[config.mk]
export PLATFORM = sky130hd
export DESIGN_NAME = cd_timer
export DESIGN_NICKNAME = d
export VERILOG_FILES = /design/src/rtl/cd_timer_pkg.sv /design/src/rtl/cd_rate_div.sv /design/src/rtl/cd_tick_gen.sv /design/src/rtl/cd_counter.sv /design/src/rtl/cd_irq_mux.sv /design/src/rtl/cd_timer.sv
export SDC_FILE = /design/constraint.sdc
export NUM_CORES = 1
export LEC_CHECK = 0
export ABC_CLOCK_PERIOD_IN_PS = 4900
export BUFFER_PORTS_ARGS = -buffer_cell sky130_fd_sc_hd__buf_4
export CORE_UTILIZATION = 25
export CTS_CLUSTER_DIAMETER = 80
export DETAILED_ROUTE_END_ITERATION = 10
export PLACE_DENSITY_LB_ADDON = 0.3
export SETUP_SLACK_MARGIN = 0.4
export SLEW_MARGIN = 20
export SYNTH_ARGS = -nofsm -noshare
export SYNTH_HDL_FRONTEND = slang
export SYNTH_HIERARCHICAL = 1
export SYNTH_SLANG_ARGS = --single-unit
[constraint.sdc]
create_clock -name clk -period 4.9 [get_ports clk]
set_input_delay 0.49 -clock clk [delete_from_list [all_inputs] [get_ports clk]]
set_output_delay 0.49 -clock clk [all_outputs]
set_load 0.03 [all_outputs]
[src/rtl/cd_timer_pkg.sv]
// Package: shared encodings for the countdown timer.
// Assumes: the two-bit rate and output-select fields decode as listed here.
package cd_timer_pkg;

    // Tick rate that steps the counter
    typedef enum logic [1:0] {
        SRC_BASE = 2'b00,
        SRC_FAST = 2'b01,
        SRC_SEC  = 2'b10,
        SRC_MIN  = 2'b11
    } cd_src_t;

    // Source shown on the shared interrupt line
    typedef enum logic [1:0] {
        IRQ_NONE  = 2'b00,
        IRQ_ALARM = 2'b01,
        IRQ_FREQ  = 2'b10,
        IRQ_CDOWN = 2'b11
    } cd_irq_sel_t;

endpackage

[src/rtl/cd_rate_div.sv]
// Module: cd_rate_div
// Divides a strobe stream by DIV. It emits one strobe for every DIV input
// strobes, coinciding with the DIV-th one.
// Assumes: in_tick lasts one cycle; restart returns the phase to zero and
// suppresses the output in that cycle.
module cd_rate_div #(
    parameter int DIV = 64
) (
    input  logic clk,
    input  logic rst_n,
    input  logic in_tick,
    input  logic restart,
    output logic out_tick
);
    localparam int PW = (DIV > 1) ? $clog2(DIV) : 1;
    localparam logic [PW-1:0] LAST = PW'(DIV - 1);

    logic [PW-1:0] phase_q;
    logic          at_last;

    assign at_last = (phase_q == LAST);

    // Phase counter: advances on each input strobe, wraps at DIV
    always_ff @(posedge clk) begin
        if (!rst_n) begin
            phase_q <= '0;
        end else if (restart) begin
            phase_q <= '0;
        end else if (in_tick) begin
            phase_q <= at_last ? '0 : phase_q + 1'b1;
        end
    end

    // Output strobe on the wrapping input strobe
    always_comb begin
        out_tick = in_tick && at_last && !restart;
    end
endmodule

[src/rtl/cd_tick_gen.sv]
// Module: cd_tick_gen
// Derives the four step rates and picks the one named by src.
// Assumes: base_tick and sec_tick are one-cycle strobes from the timekeeping
// core; restart holds both dividers at their start phase.
module cd_tick_gen
    import cd_timer_pkg::*;
#(
    parameter int FAST_DIV = 64,
    parameter int MIN_DIV  = 60
) (
    input  logic    clk,
    input  logic    rst_n,
    input  logic    base_tick,
    input  logic    sec_tick,
    input  logic    restart,
    input  cd_src_t src,
    output logic    src_tick
);
    localparam int NDIV = 2;

    logic [NDIV-1:0] div_in;
    logic [NDIV-1:0] div_out;
    logic            tick_fast;
    logic            tick_min;

    assign div_in = {sec_tick, base_tick};

    // One divider per derived rate: index 0 from the base strobe, 1 from seconds
    for (genvar g = 0; g < NDIV; g++) begin : g_div
        localparam int RATIO = (g == 0) ? FAST_DIV : MIN_DIV;
        cd_rate_div #(.DIV(RATIO)) u_div (
            .clk      (clk),
            .rst_n    (rst_n),
            .in_tick  (div_in[g]),
            .restart  (restart),
            .out_tick (div_out[g])
        );
    end

    assign tick_fast = div_out[0];
    assign tick_min  = div_out[1];

    // Rate select
    always_comb begin
        unique case (src)
            SRC_BASE: src_tick = base_tick;
            SRC_FAST: src_tick = tick_fast;
            SRC_SEC:  src_tick = sec_tick;
            SRC_MIN:  src_tick = tick_min;
            default:  src_tick = 1'b0;
        endcase
    end
endmodule

[src/rtl/cd_counter.sv]
// Module: cd_counter
// The down-counter with its reload register and sticky flag. A stored 0
// counts as 2**CNT_W ticks, because the counter expires on the tick seen at 1.
// Assumes: a load has priority over a tick, and setting the flag has priority
// over clearing it.
module cd_counter #(
    parameter int CNT_W = 8
) (
    input  logic             clk,
    input  logic             rst_n,
    input  logic             run,
    input  logic             step,
    input  logic             load,
    input  logic [CNT_W-1:0] load_val,
    input  logic             flag_clr,
    output logic [CNT_W-1:0] count,
    output logic             flag
);
    localparam logic [CNT_W-1:0] ONE = CNT_W'(1);

    logic [CNT_W-1:0] reload_q;
    logic             expire;

    // Expiry: a selected tick while running, with the count at one
    always_comb begin
        expire = run && step && !load && (count == ONE);
    end

    // Count and reload register
    always_ff @(posedge clk) begin
        if (!rst_n) begin
            count    <= '0;
            reload_q <= '0;
        end else if (load) begin
            count    <= load_val;
            reload_q <= load_val;
        end else if (run && step) begin
            count <= expire ? reload_q : count - 1'b1;
        end
    end

    // Sticky flag, set wins over clear
    always_ff @(posedge clk) begin
        if (!rst_n) begin
            flag <= 1'b0;
        end else if (expire) begin
            flag <= 1'b1;
        end else if (flag_clr) begin
            flag <= 1'b0;
        end
    end
endmodule

[src/rtl/cd_irq_mux.sv]
// Module: cd_irq_mux
// Chooses which request drives the shared interrupt line.
// Assumes: every request input is already a settled level.
module cd_irq_mux
    import cd_timer_pkg::*;
(
    input  cd_irq_sel_t sel,
    input  logic        alarm_req,
    input  logic        freq_req,
    input  logic        cdown_req,
    output logic        irq
);
    // Line select
    always_comb begin
        unique case (sel)
            IRQ_NONE:  irq = 1'b0;
            IRQ_ALARM: irq = alarm_req;
            IRQ_FREQ:  irq = freq_req;
            IRQ_CDOWN: irq = cdown_req;
            default:   irq = 1'b0;
        endcase
    end
endmodule

[src/rtl/cd_timer.sv]
// Module: cd_timer (top)
// Countdown timer with a selectable step rate, a sticky expiry flag and the
// shared interrupt line select.
// Assumes: the write strobes last one cycle; base_tick and sec_tick come from
// the timekeeping core, synchronous to clk.
module cd_timer
    import cd_timer_pkg::*;
#(
    parameter int CNT_W    = 8,
    parameter int FAST_DIV = 64,
    parameter int MIN_DIV  = 60
) (
    input  logic             clk,
    input  logic             rst_n,
    input  logic             base_tick,
    input  logic             sec_tick,
    input  logic             cnt_wr,
    input  logic [CNT_W-1:0] cnt_wdata,
    input  logic             ctl_wr,
    input  logic             ctl_run,
    input  logic [1:0]       ctl_src,
    input  logic             flag_clr,
    input  logic [1:0]       out_sel,
    input  logic             alarm_irq,
    input  logic             freq_irq,
    output logic             irq_out,
    output logic             cd_flag,
    output logic [CNT_W-1:0] cd_count
);
    logic    run_q;
    cd_src_t src_q;
    logic    src_tick;
    logic    div_restart;

    // Control register: run bit and rate field
    always_ff @(posedge clk) begin
        if (!rst_n) begin
            run_q <= 1'b0;
            src_q <= SRC_BASE;
        end else if (ctl_wr) begin
            run_q <= ctl_run;
            src_q <= cd_src_t'(ctl_src);
        end
    end

    // Dividers restart on a count write and stay at the start while stopped
    always_comb begin
        div_restart = cnt_wr || !run_q;
    end

    cd_tick_gen #(
        .FAST_DIV (FAST_DIV),
        .MIN_DIV  (MIN_DIV)
    ) u_tick (
        .clk       (clk),
        .rst_n     (rst_n),
        .base_tick (base_tick),
        .sec_tick  (sec_tick),
        .restart   (div_restart),
        .src       (src_q),
        .src_tick  (src_tick)
    );

    cd_counter #(.CNT_W(CNT_W)) u_cnt (
        .clk      (clk),
        .rst_n    (rst_n),
        .run      (run_q),
        .step     (src_tick),
        .load     (cnt_wr),
        .load_val (cnt_wdata),
        .flag_clr (flag_clr),
        .count    (cd_count),
        .flag     (cd_flag)
    );

    cd_irq_mux u_irq (
        .sel       (cd_irq_sel_t'(out_sel)),
        .alarm_req (alarm_irq),
        .freq_req  (freq_irq),
        .cdown_req (cd_flag),
        .irq       (irq_out)
    );
endmodule

==> reports/metrics.cfg <==
[clock_network]
clkSlewWorstSetupHoldPaths_ns=0.07
clockBufferDepth=2
cts_tree=built
cts-htree-levels=2
clock-sinks=32
clk_latency_ns=0.28
root_buffer=clkbuf_8
post_cts_resized=0
cts_setup_buffers=0
cts-buffers-inserted=5
cts.hold.buffers_added=0

[placed_design]
hpwl_um=2529
post-place-cells=277
place_ws_ns=2.451
place_area_mm2=0.001941
port_buffers=31
place_congestion=0.7889

[die]
die_w_um=83.03
dieHeight_um=83.03
num_rows=29
core_area_mm2=0.006350
boundaryPins=32
die_area_mm2=0.006894
start_util=0.2585

[synth]
syn_nets=201
yosys.area.top_type=dfxtp_1
synthTopCellsByArea=dfxtp_1, mux2i_1, xor2_1, nand2b_1, nor2b_1
async_flop_share=0
synthFlopType=dfxtp_1
syn_inst=175
yosysWarnings=6
yosysUniqueCellTypes=39
synth_area_per_cell_um2=9.380
synth-seq-cells=32
synth_edf_count=0
ys_seq_area_frac=0.3902
synth_area_mm2=0.001642
yosysTopAreaCellShare=0.3902

[sta]
fmax_mhz=441.8
rsz0062_at_grt=no
fin_setup_tns_ns=0
slew_headroom=0.7340
drv_slew=0
worst_pin_slew_ns=0.3953
fin_ws_ns=2.636
hold_viol=0
period_share=0.4620
fin_hold_ws_ns=0.4722
fin_worst_skew_ns=0.002823
period_needed_ns=2.264
finalSetupViolCount=0

[detailed_routing]
final_antenna_net_count=0
wire_per_inst_um=12.14
totalWireLength_um=3459
routed_via_density=4.691
via_count=1337
dr.pass1.iters=4
route.detailed.drc=0
drt-initial-drc-count=85

[finish]
fillCellCount=671
antenna_cells=0
drive_above_1_share=0.2163
area_growth_pct=23.86
design_area_mm2=0.002033
final_util=0.3202
nets=233
fin_cells=285

[pwr]
p_total_uw=583.1
power.density_mw_per_mm2=286.8
vdd_drop_max_v=0.0001097
cellLeakagePower_nw=0.8416

[grt]
grt_overflow=0
grt_use_total=0.1079
grt_pass1_wl_um=5947
grt_max_degree=28
grt_pass1_vias=1256
antenna_found_initial=0

[critical_path]
critPathArrivalTime_ns=2.47
required_ns=5.10
end_kind=register
cp_max_fo=9
startpoint_type=register
critPathKind=register to register

[outcome]
status=finished, final reports clean

[flow_run]
maxCapViolCount=0

[worst_hold_path]
min_path_type=input pin to register

kinds of logic (layout without fill, tap and decap cells):
group,Yosys count,after routing,synth area share
buf+inv,11,44,0.02973
xor+xnor,11,11,0.05869
fa+ha+maj,4,4,0.03049
simple gates,65,65,0.2264
mux,20,20,0.1296
flops,32,32,0.3902
compound gates,32,32,0.1349
registers in the layout, summed over array words and instances (netlist names):
signal / cells
run_q: 1
u_cnt/reload_q: 8
u_tick/g_div.u_div/phase_q: 12
src_q: 2
u_cnt/flag: 1
u_cnt/count: 8
cells in the mapped netlist, types with 5 or more instances:
| library cell | number |
|---|---|
| inv_1 | 5 |
| nand2b_1 | 12 |
| nor2_1 | 12 |
| o311ai_0 | 6 |
| nand2_1 | 10 |
| nor3_1 | 5 |
| xor2_1 | 9 |
| clkbuf_1 | 5 |
| dfxtp_1 | 32 |
| nor2b_1 | 9 |
| mux2i_1 | 19 |
| a21oi_1 | 10 |
path summary, 6_finish.rpt:
kind              slack [ns]                             start                                to  cells past startpoint
hold / removal          0.47                           ctl_run                             run_q                      3
hold reg to reg         0.48  u_tick/g_div[0].u_div/phase_q[5]  u_tick/g_div[0].u_div/phase_q[5]                      2
setup reg to reg        2.64  u_tick/g_div[0].u_div/phase_q[0]                    u_cnt/count[7]                      8
setup / recovery        2.64  u_tick/g_div[0].u_div/phase_q[0]                    u_cnt/count[7]                      8
layer usage:
metal | share of wire | global-route usage
met1 | 0.49 | 0.1407
met2 | 0.46 | 0.1662
met3 | 0.029 | 0.03280
met4 | 0.015 | 0.04232
met5 | 0 | 0
report_power, final:
part / switching (mW) / internal [mW] / leakage (nW)
combinational: 0.0472 / 0.0463 / 0.529
clock: 0.0953 / 0.112 / 0.0510
sequential: 0.0117 / 0.271 / 0.262
cells in the final DEF (no fill, tap or decap), types with 2 or more instances in the layout:
cell type / n
and2_1: 3
nor2_1: 12
clkinv_2: 2
nand2_1: 10
o311ai_0: 6
inv_1: 5
or3_1: 3
nor3_1: 5
nor2b_1: 9
a21boi_0: 2
buf_4: 31
mux2i_1: 19
clkbuf_8: 6
ha_1: 4
o21ai_0: 3
nand4_2: 2
xnor2_1: 2
o21bai_1: 2
o211ai_1: 2
xor2_1: 9
a21oi_1: 10
nand2b_1: 12
dfxtp_1: 32
worst max-delay path, stage by stage, from the launching register on:
cell and delay [ns]:
dfxtp_1 0.39, ha_1 0.20, nand4_1 0.17, nor3_1 0.20, mux4_2 0.28, and3b_1 0.37
a21oi_1 0.12, o31a_2 0.29, nor3_1 0.17
final cells by class:
class | instances | area (um2) | share of cell area
Clock buffer | 6 | 82.58 | 0.04062
Clock inverter | 2 | 10.01 | 0.004923
Inverter | 5 | 18.77 | 0.009231
Multi-Input combinational cell | 132 | 952.2 | 0.4683
Sequential cell | 32 | 640.6 | 0.3151
Tap cell | 77 | 96.34 | 0.04738
Timing Repair Buffer | 31 | 232.7 | 0.1145
No activity file was read; power rests on OpenSTA's default activity.
